[config.mk]
export PLATFORM = sky130hd
export DESIGN_NAME = walk1_tester
export DESIGN_NICKNAME = d
export VERILOG_FILES = /design/src/rtl/wt_pkg.sv /design/src/rtl/wt_onehot_gen.sv /design/src/rtl/wt_rd_pipe.sv /design/src/rtl/wt_err_accum.sv /design/src/rtl/walk1_tester.sv
export SDC_FILE = /design/constraint.sdc
export NUM_CORES = 1
export LEC_CHECK = 0
export ABC_AREA = 1
export BUFFER_PORTS_ARGS = -buffer_cell sky130_fd_sc_hd__buf_2
export CAP_MARGIN = 5
export CORE_MARGIN = 2
export CORE_UTILIZATION = 51
export DETAILED_ROUTE_END_ITERATION = 8
export PLACE_DENSITY = 0.86
export SLEW_MARGIN = 20
export SYNTH_ARGS = -nofsm -noshare
export SYNTH_HDL_FRONTEND = slang
export SYNTH_SLANG_ARGS = --single-unit
[constraint.sdc]
create_clock -name clk -period 2.14 [get_ports clk]
set_input_delay 0.428 -clock clk [delete_from_list [all_inputs] [get_ports clk]]
set_output_delay 0.428 -clock clk [all_outputs]
set_load 0.01 [all_outputs]
[src/rtl/wt_pkg.sv]
package wt_pkg;

    typedef enum logic [1:0] {
        ST_IDLE  = 2'd0,
        ST_WRITE = 2'd1,
        ST_READ  = 2'd2,
        ST_WAIT  = 2'd3
    } wt_state_e;

endpackage

[src/rtl/wt_onehot_gen.sv]
module wt_onehot_gen #(
    parameter int DATA_W = 8,
    parameter int IDX_W  = 3
) (
    input  logic [IDX_W-1:0]  idx_i,
    output logic [DATA_W-1:0] pat_o
);
    for (genvar g = 0; g < DATA_W; g++) begin : g_bit
        assign pat_o[g] = (idx_i == IDX_W'(g));
    end
endmodule

[src/rtl/wt_rd_pipe.sv]
module wt_rd_pipe #(
    parameter int RD_LAT = 2
) (
    input  logic clk,
    input  logic rst_n,
    input  logic re_i,
    output logic vld_o
);
    logic [RD_LAT-1:0] sh_d, sh_q;

    if (RD_LAT == 1) begin : g_one
        always_comb sh_d = re_i;
    end else begin : g_many
        always_comb sh_d = {sh_q[RD_LAT-2:0], re_i};
    end

    always_ff @(posedge clk or negedge rst_n) begin
        if (!rst_n) sh_q <= '0;
        else        sh_q <= sh_d;
    end

    assign vld_o = sh_q[RD_LAT-1];
endmodule

[src/rtl/wt_err_accum.sv]
module wt_err_accum #(
    parameter int DATA_W = 8
) (
    input  logic              clk,
    input  logic              rst_n,
    input  logic              clr_i,
    input  logic              cmp_i,
    input  logic [DATA_W-1:0] exp_i,
    input  logic [DATA_W-1:0] act_i,
    output logic [DATA_W-1:0] mask_o,
    output logic              first_vld_o,
    output logic [DATA_W-1:0] first_pat_o
);
    typedef struct packed {
        logic [DATA_W-1:0] mask;
        logic              fvld;
        logic [DATA_W-1:0] fpat;
    } acc_t;

    acc_t acc_d, acc_q;
    logic [DATA_W-1:0] diff;

    always_comb begin
        diff  = exp_i ^ act_i;
        acc_d = acc_q;
        if (clr_i) begin
            acc_d = '0;
        end else if (cmp_i) begin
            acc_d.mask = acc_q.mask | diff;
            if ((|diff) && !acc_q.fvld) begin
                acc_d.fvld = 1'b1;
                acc_d.fpat = exp_i;
            end
        end
    end

    always_ff @(posedge clk or negedge rst_n) begin
        if (!rst_n) acc_q <= '0;
        else        acc_q <= acc_d;
    end

    assign mask_o      = acc_q.mask;
    assign first_vld_o = acc_q.fvld;
    assign first_pat_o = acc_q.fpat;
endmodule

[src/rtl/walk1_tester.sv]
module walk1_tester #(
    parameter int                DATA_W    = 8,
    parameter int                ADDR_W    = 8,
    parameter logic [ADDR_W-1:0] TEST_ADDR = 8'h5A,
    parameter int                RD_LAT    = 2
) (
    input  logic              clk,
    input  logic              rst_n,
    input  logic              start_i,
    output logic [ADDR_W-1:0] mem_addr_o,
    output logic [DATA_W-1:0] mem_wdata_o,
    output logic              mem_we_o,
    output logic              mem_re_o,
    input  logic [DATA_W-1:0] mem_rdata_i,
    output logic              done_o,
    output logic              pass_o,
    output logic [DATA_W-1:0] err_mask_o,
    output logic              fail_valid_o,
    output logic [DATA_W-1:0] fail_pattern_o
);
    import wt_pkg::*;

    localparam int IDX_W = (DATA_W > 1) ? $clog2(DATA_W) : 1;
    localparam logic [IDX_W-1:0] LAST_IDX = IDX_W'(DATA_W - 1);

    typedef struct packed {
        wt_state_e         st;
        logic [IDX_W-1:0]  idx;
        logic [ADDR_W-1:0] addr;
        logic              done;
    } ctl_t;

    ctl_t ctl_d, ctl_q;
    logic [DATA_W-1:0] pat;
    logic              rd_vld;
    logic              clr;
    logic              cmp;

    wt_onehot_gen #(.DATA_W(DATA_W), .IDX_W(IDX_W)) u_gen (
        .idx_i (ctl_q.idx),
        .pat_o (pat)
    );

    wt_rd_pipe #(.RD_LAT(RD_LAT)) u_pipe (
        .clk   (clk),
        .rst_n (rst_n),
        .re_i  (mem_re_o),
        .vld_o (rd_vld)
    );

    wt_err_accum #(.DATA_W(DATA_W)) u_acc (
        .clk         (clk),
        .rst_n       (rst_n),
        .clr_i       (clr),
        .cmp_i       (cmp),
        .exp_i       (pat),
        .act_i       (mem_rdata_i),
        .mask_o      (err_mask_o),
        .first_vld_o (fail_valid_o),
        .first_pat_o (fail_pattern_o)
    );

    always_comb begin
        ctl_d      = ctl_q;
        ctl_d.done = 1'b0;
        clr        = 1'b0;
        cmp        = 1'b0;
        unique case (ctl_q.st)
            ST_IDLE: begin
                if (start_i) begin
                    clr        = 1'b1;
                    ctl_d.st   = ST_WRITE;
                    ctl_d.idx  = '0;
                    ctl_d.addr = TEST_ADDR;
                end
            end
            ST_WRITE: ctl_d.st = ST_READ;
            ST_READ:  ctl_d.st = ST_WAIT;
            ST_WAIT: begin
                if (rd_vld) begin
                    cmp = 1'b1;
                    if (ctl_q.idx == LAST_IDX) begin
                        ctl_d.st   = ST_IDLE;
                        ctl_d.done = 1'b1;
                    end else begin
                        ctl_d.st  = ST_WRITE;
                        ctl_d.idx = ctl_q.idx + 1'b1;
                    end
                end
            end
            default: ctl_d.st = ST_IDLE;
        endcase
    end

    always_ff @(posedge clk or negedge rst_n) begin
        if (!rst_n) ctl_q <= '{st: ST_IDLE, idx: '0, addr: '0, done: 1'b0};
        else        ctl_q <= ctl_d;
    end

    assign mem_addr_o  = ctl_q.addr;
    assign mem_wdata_o = (ctl_q.st == ST_WRITE) ? pat : '0;
    assign mem_we_o    = (ctl_q.st == ST_WRITE);
    assign mem_re_o    = (ctl_q.st == ST_READ);
    assign done_o      = ctl_q.done;
    assign pass_o      = (err_mask_o == '0);
endmodule

==> summary.md <==
| Metric | Value |
|---|---|
| Vias in the first global route | `1317` |
| Yosys cell types | `26` |
| Synth warnings | `0` |
| Power Dens Cells | `418.5 nW/um^2` |
| First-pass GRT wire length | `5506 microns` |
| Post-route setup TNS | `0 ns` |
| Worst Skew | `0.02057 ns` |
| Die Area | `3654 sq um` |
| Largest family of logic cells by synthesized area | `simple AND/OR/NAND/NOR gates` |
| XOR/XNOR Fraction of Synth Area | `0` |
| Critical path type | `flop to output port` |
| Final Critical Period | `1.973 ns` |
| Die width | `60.45 microns` |
| Mapped Area | `1625 sq um` |
| DRC | `0` |
| Post-synthesis mux area share | `0` |
| P_sw | `0.1784 mW` |
| Gr busiest metal | `met2` |
| Hold violation count in the final report | `0` |
| Post-Synth Simple-Gate Area | `0.3233` |
| Worst min-delay path class | `input pin to asynchronous set/reset pin` |
| Final worst path period share | `0.9219` |
| Leading cell type in the layout, fill and taps excluded | `buf_2` |
| Wire per inst | `12.01 microns` |
| WP data required | `1.71 ns` |
| Worst Tran Pin Value | `0.5644 ns` |
| CTS clock-pin slew for the worst setup and hold paths | `0.15 ns` |
| Combinational power share | `0.059` |
| Slew Viols, Final | `0` |
| Worst IR Drop VDD | `246.7 uV` |
| Sw frac | `0.2263` |
| Total number of vias | `1414` |
| Placed Instances | `278` |
| Antenna diodes | `0` |
| Drt pass-1 iters | `4` |
| Syn Area/Cell | `8.292 sq um` |
| Cts repair resizes | `0` |
| Clock group share of total power | `0.318` |
| Layout area overhead | `15.86%` |
| Leak | `1.129 nW` |
| Maximum clock rate | `0.5069 GHz` |
| Max-cap violations | `0` |
| Cells after Synth | `196` |
| Met1 GRT Util | `0.2577` |
| CTS Buf Count | `3` |
| Met2 track demand over resource | `0.3432` |
| Critical Path End Type | `output port` |
| Outcome | `finished, final reports clean` |
| Sink count of the clock tree | `26` |
| GRT met3 Usage | `0.02345` |
| Share of layout cells above drive strength 1 | `0.3193` |
| # IOs | `48` |
| Global Route Usage Sum | `0.2009` |
| Initial antenna violation count | `0` |
| Worst slew margin relative to its limit | `0.6238` |
| Clock Path Buffers | `2` |
| Non-Filler Instances | `282` |
| Largest net degree at the start of global routing | `27` |
| Worst-skew pair later-pin latency | `0.33 ns` |
| Seq. cell area | `650.6 sq um` |
| Sequential share of the synthesized area | `0.4003` |
| FILL cells | `282` |
| Startpoint types | `flop` |
| Clk root buf | `clkbuf_4` |
| Starting density of the core | `0.5324` |
| Most frequent cells in the layout | `buf_2 (43), nand2_1 (35), inv_1 (33)` |
| Seq pwr share | `0.623` |
| Row cnt | `20` |
| Final #Nets | `261` |
| DP HPWL | `2753 microns` |
| Congestion Overflow GR | `0` |
| H-tree level count | `1` |
| RSZ-0062 raised after global routing | `false` |
| Setup bufs post-CTS | `0` |
| Placer Congestion | `0.8912` |
| Adder-Cell Fraction of Synth Area | `0.08468` |
| Drt total wl | `3388 microns` |
| ANT nets after route | `0` |
| IO Port Bufs | `43` |
| Crit path DAT | `1.54 ns` |
| Synth Area in Compound Gates | `0.05851` |
| Multi-input logic area | `773.2 sq um` |
| Core Footprint | `3053 sq um` |
| Critical-path maximum fanout | `6` |
| DIE HEIGHT | `60.45 microns` |
| Iteration-0 DRC Markers | `75` |
| TritonCTS clock tree | `yes` |
| Cts hold-fix bufs | `0` |
| Flops & latches, synth | `26` |
| Setup violators final | `0` |
| DR vias/cell | `5.014` |
| Cell Int Power | `0.6098 mW` |
power by group through the flow:
stage	Combinational, mW	Sequential (mW)	Clock [mW]
finish	0.0464	0.491	0.250
global route	0.0524	0.492	0.266
CTS	0.0468	0.491	0.250
floorplan	0.0278	0.501	0
global placement	0.0457	0.501	0
detailed placement	0.0464	0.501	0
registers in the layout, indices dropped and copies added (netlist names):
register	count
u_acc.first_vld_o	1
u_acc.first_pat_o	8
done_o	1
mem_addr_o	1
ctl_q	5
u_acc.mask_o	8
u_pipe.sh_q	2
layer usage:
layer  vias to the layer above  wire length (microns)
met2                        57                   1611
met4                         0                     58
met1                       658                   1498
li1                        693                      -
met5                         -                      0
met3                         6                    219
worst max-delay path, cell delays in order, from the launching register on:
cell     delay [ns]
dfrtp_1        0.44
inv_1          0.14
ha_1           0.23
inv_1          0.13
nor2_1         0.13
buf_2          0.14
cell families (layout without fill, tap and decap cells):
kind of cell	count (synthesis)	after routing
AND/OR/NAND/NOR	94	94
other	1	4
adder cells (fa/ha/maj)	11	11
flip-flops	26	26
buffers and inverters	47	86
AO/OA/AOI/OAI	17	17
per-stage QoR:
step,total power [mW],instance area (sq um),utilization,setup WS (ns),hold WS (ns)
6_report,0.7881,1883,0.6168,0.1672,0.05944
5_1_grt,0.8099,1883,0.6168,0.05843,0.1062
4_1_cts,0.7881,1883,0.6168,0.1749,0.08565
3_5_place_dp,0.5470,1847,0.6049,0.3829,0.3434
3_3_place_gp,0.5463,1847,0.6049,0.4298,0.3319
2_1_floorplan,0.5285,1637,-,0.5779,0.1324
cells in the mapped netlist:
cell	count	area, sq um
inv_2	4	15.01
nor2_2	1	6.260
nand2_8	1	20.02
dfrtp_1	26	650.6
o21ai_2	1	8.760
a21oi_1	8	40.04
nand2_2	8	50.05
nor3_1	1	5.000
o21a_1	1	7.510
nand3_2	8	80.08
nand2_4	1	11.26
conb_1	1	3.750
nand4_1	10	62.56
nand3_1	15	75.07
buf_4	9	67.56
nand3_4	1	17.52
nor2_4	2	22.52
inv_4	1	6.260
o21ai_1	3	15.01
ha_1	11	137.6
nor2_1	10	37.54
or2_1	1	6.260
nand2_1	35	131.4
o22ai_1	3	18.77
o21ai_0	1	5.000
inv_1	33	123.9
final cells by class:
type	instances	area share
sequential	26	0.3455
inverter	38	0.07708
tap	44	0.02924
clock buffer	4	0.01927
multi-input combinational	126	0.4106
timing repair buffer	44	0.1183
worst paths after layout:
check,start,end,slack [ns],cells past startpoint
worst max register to register,ctl_q[9],u_acc.first_pat_o[7],0.36,11
worst min register to register,u_pipe.sh_q[0],u_pipe.sh_q[1],0.37,0
worst max-delay path,ctl_q[13],mem_wdata_o[5],0.17,5
worst min-delay path,rst_n,u_acc.first_pat_o[3],0.06,1
min in group clk,u_pipe.sh_q[0],u_pipe.sh_q[1],0.37,0
max in group asynchronous,rst_n,u_acc.mask_o[3],1.69,1
(Power assumes the default switching activity.)
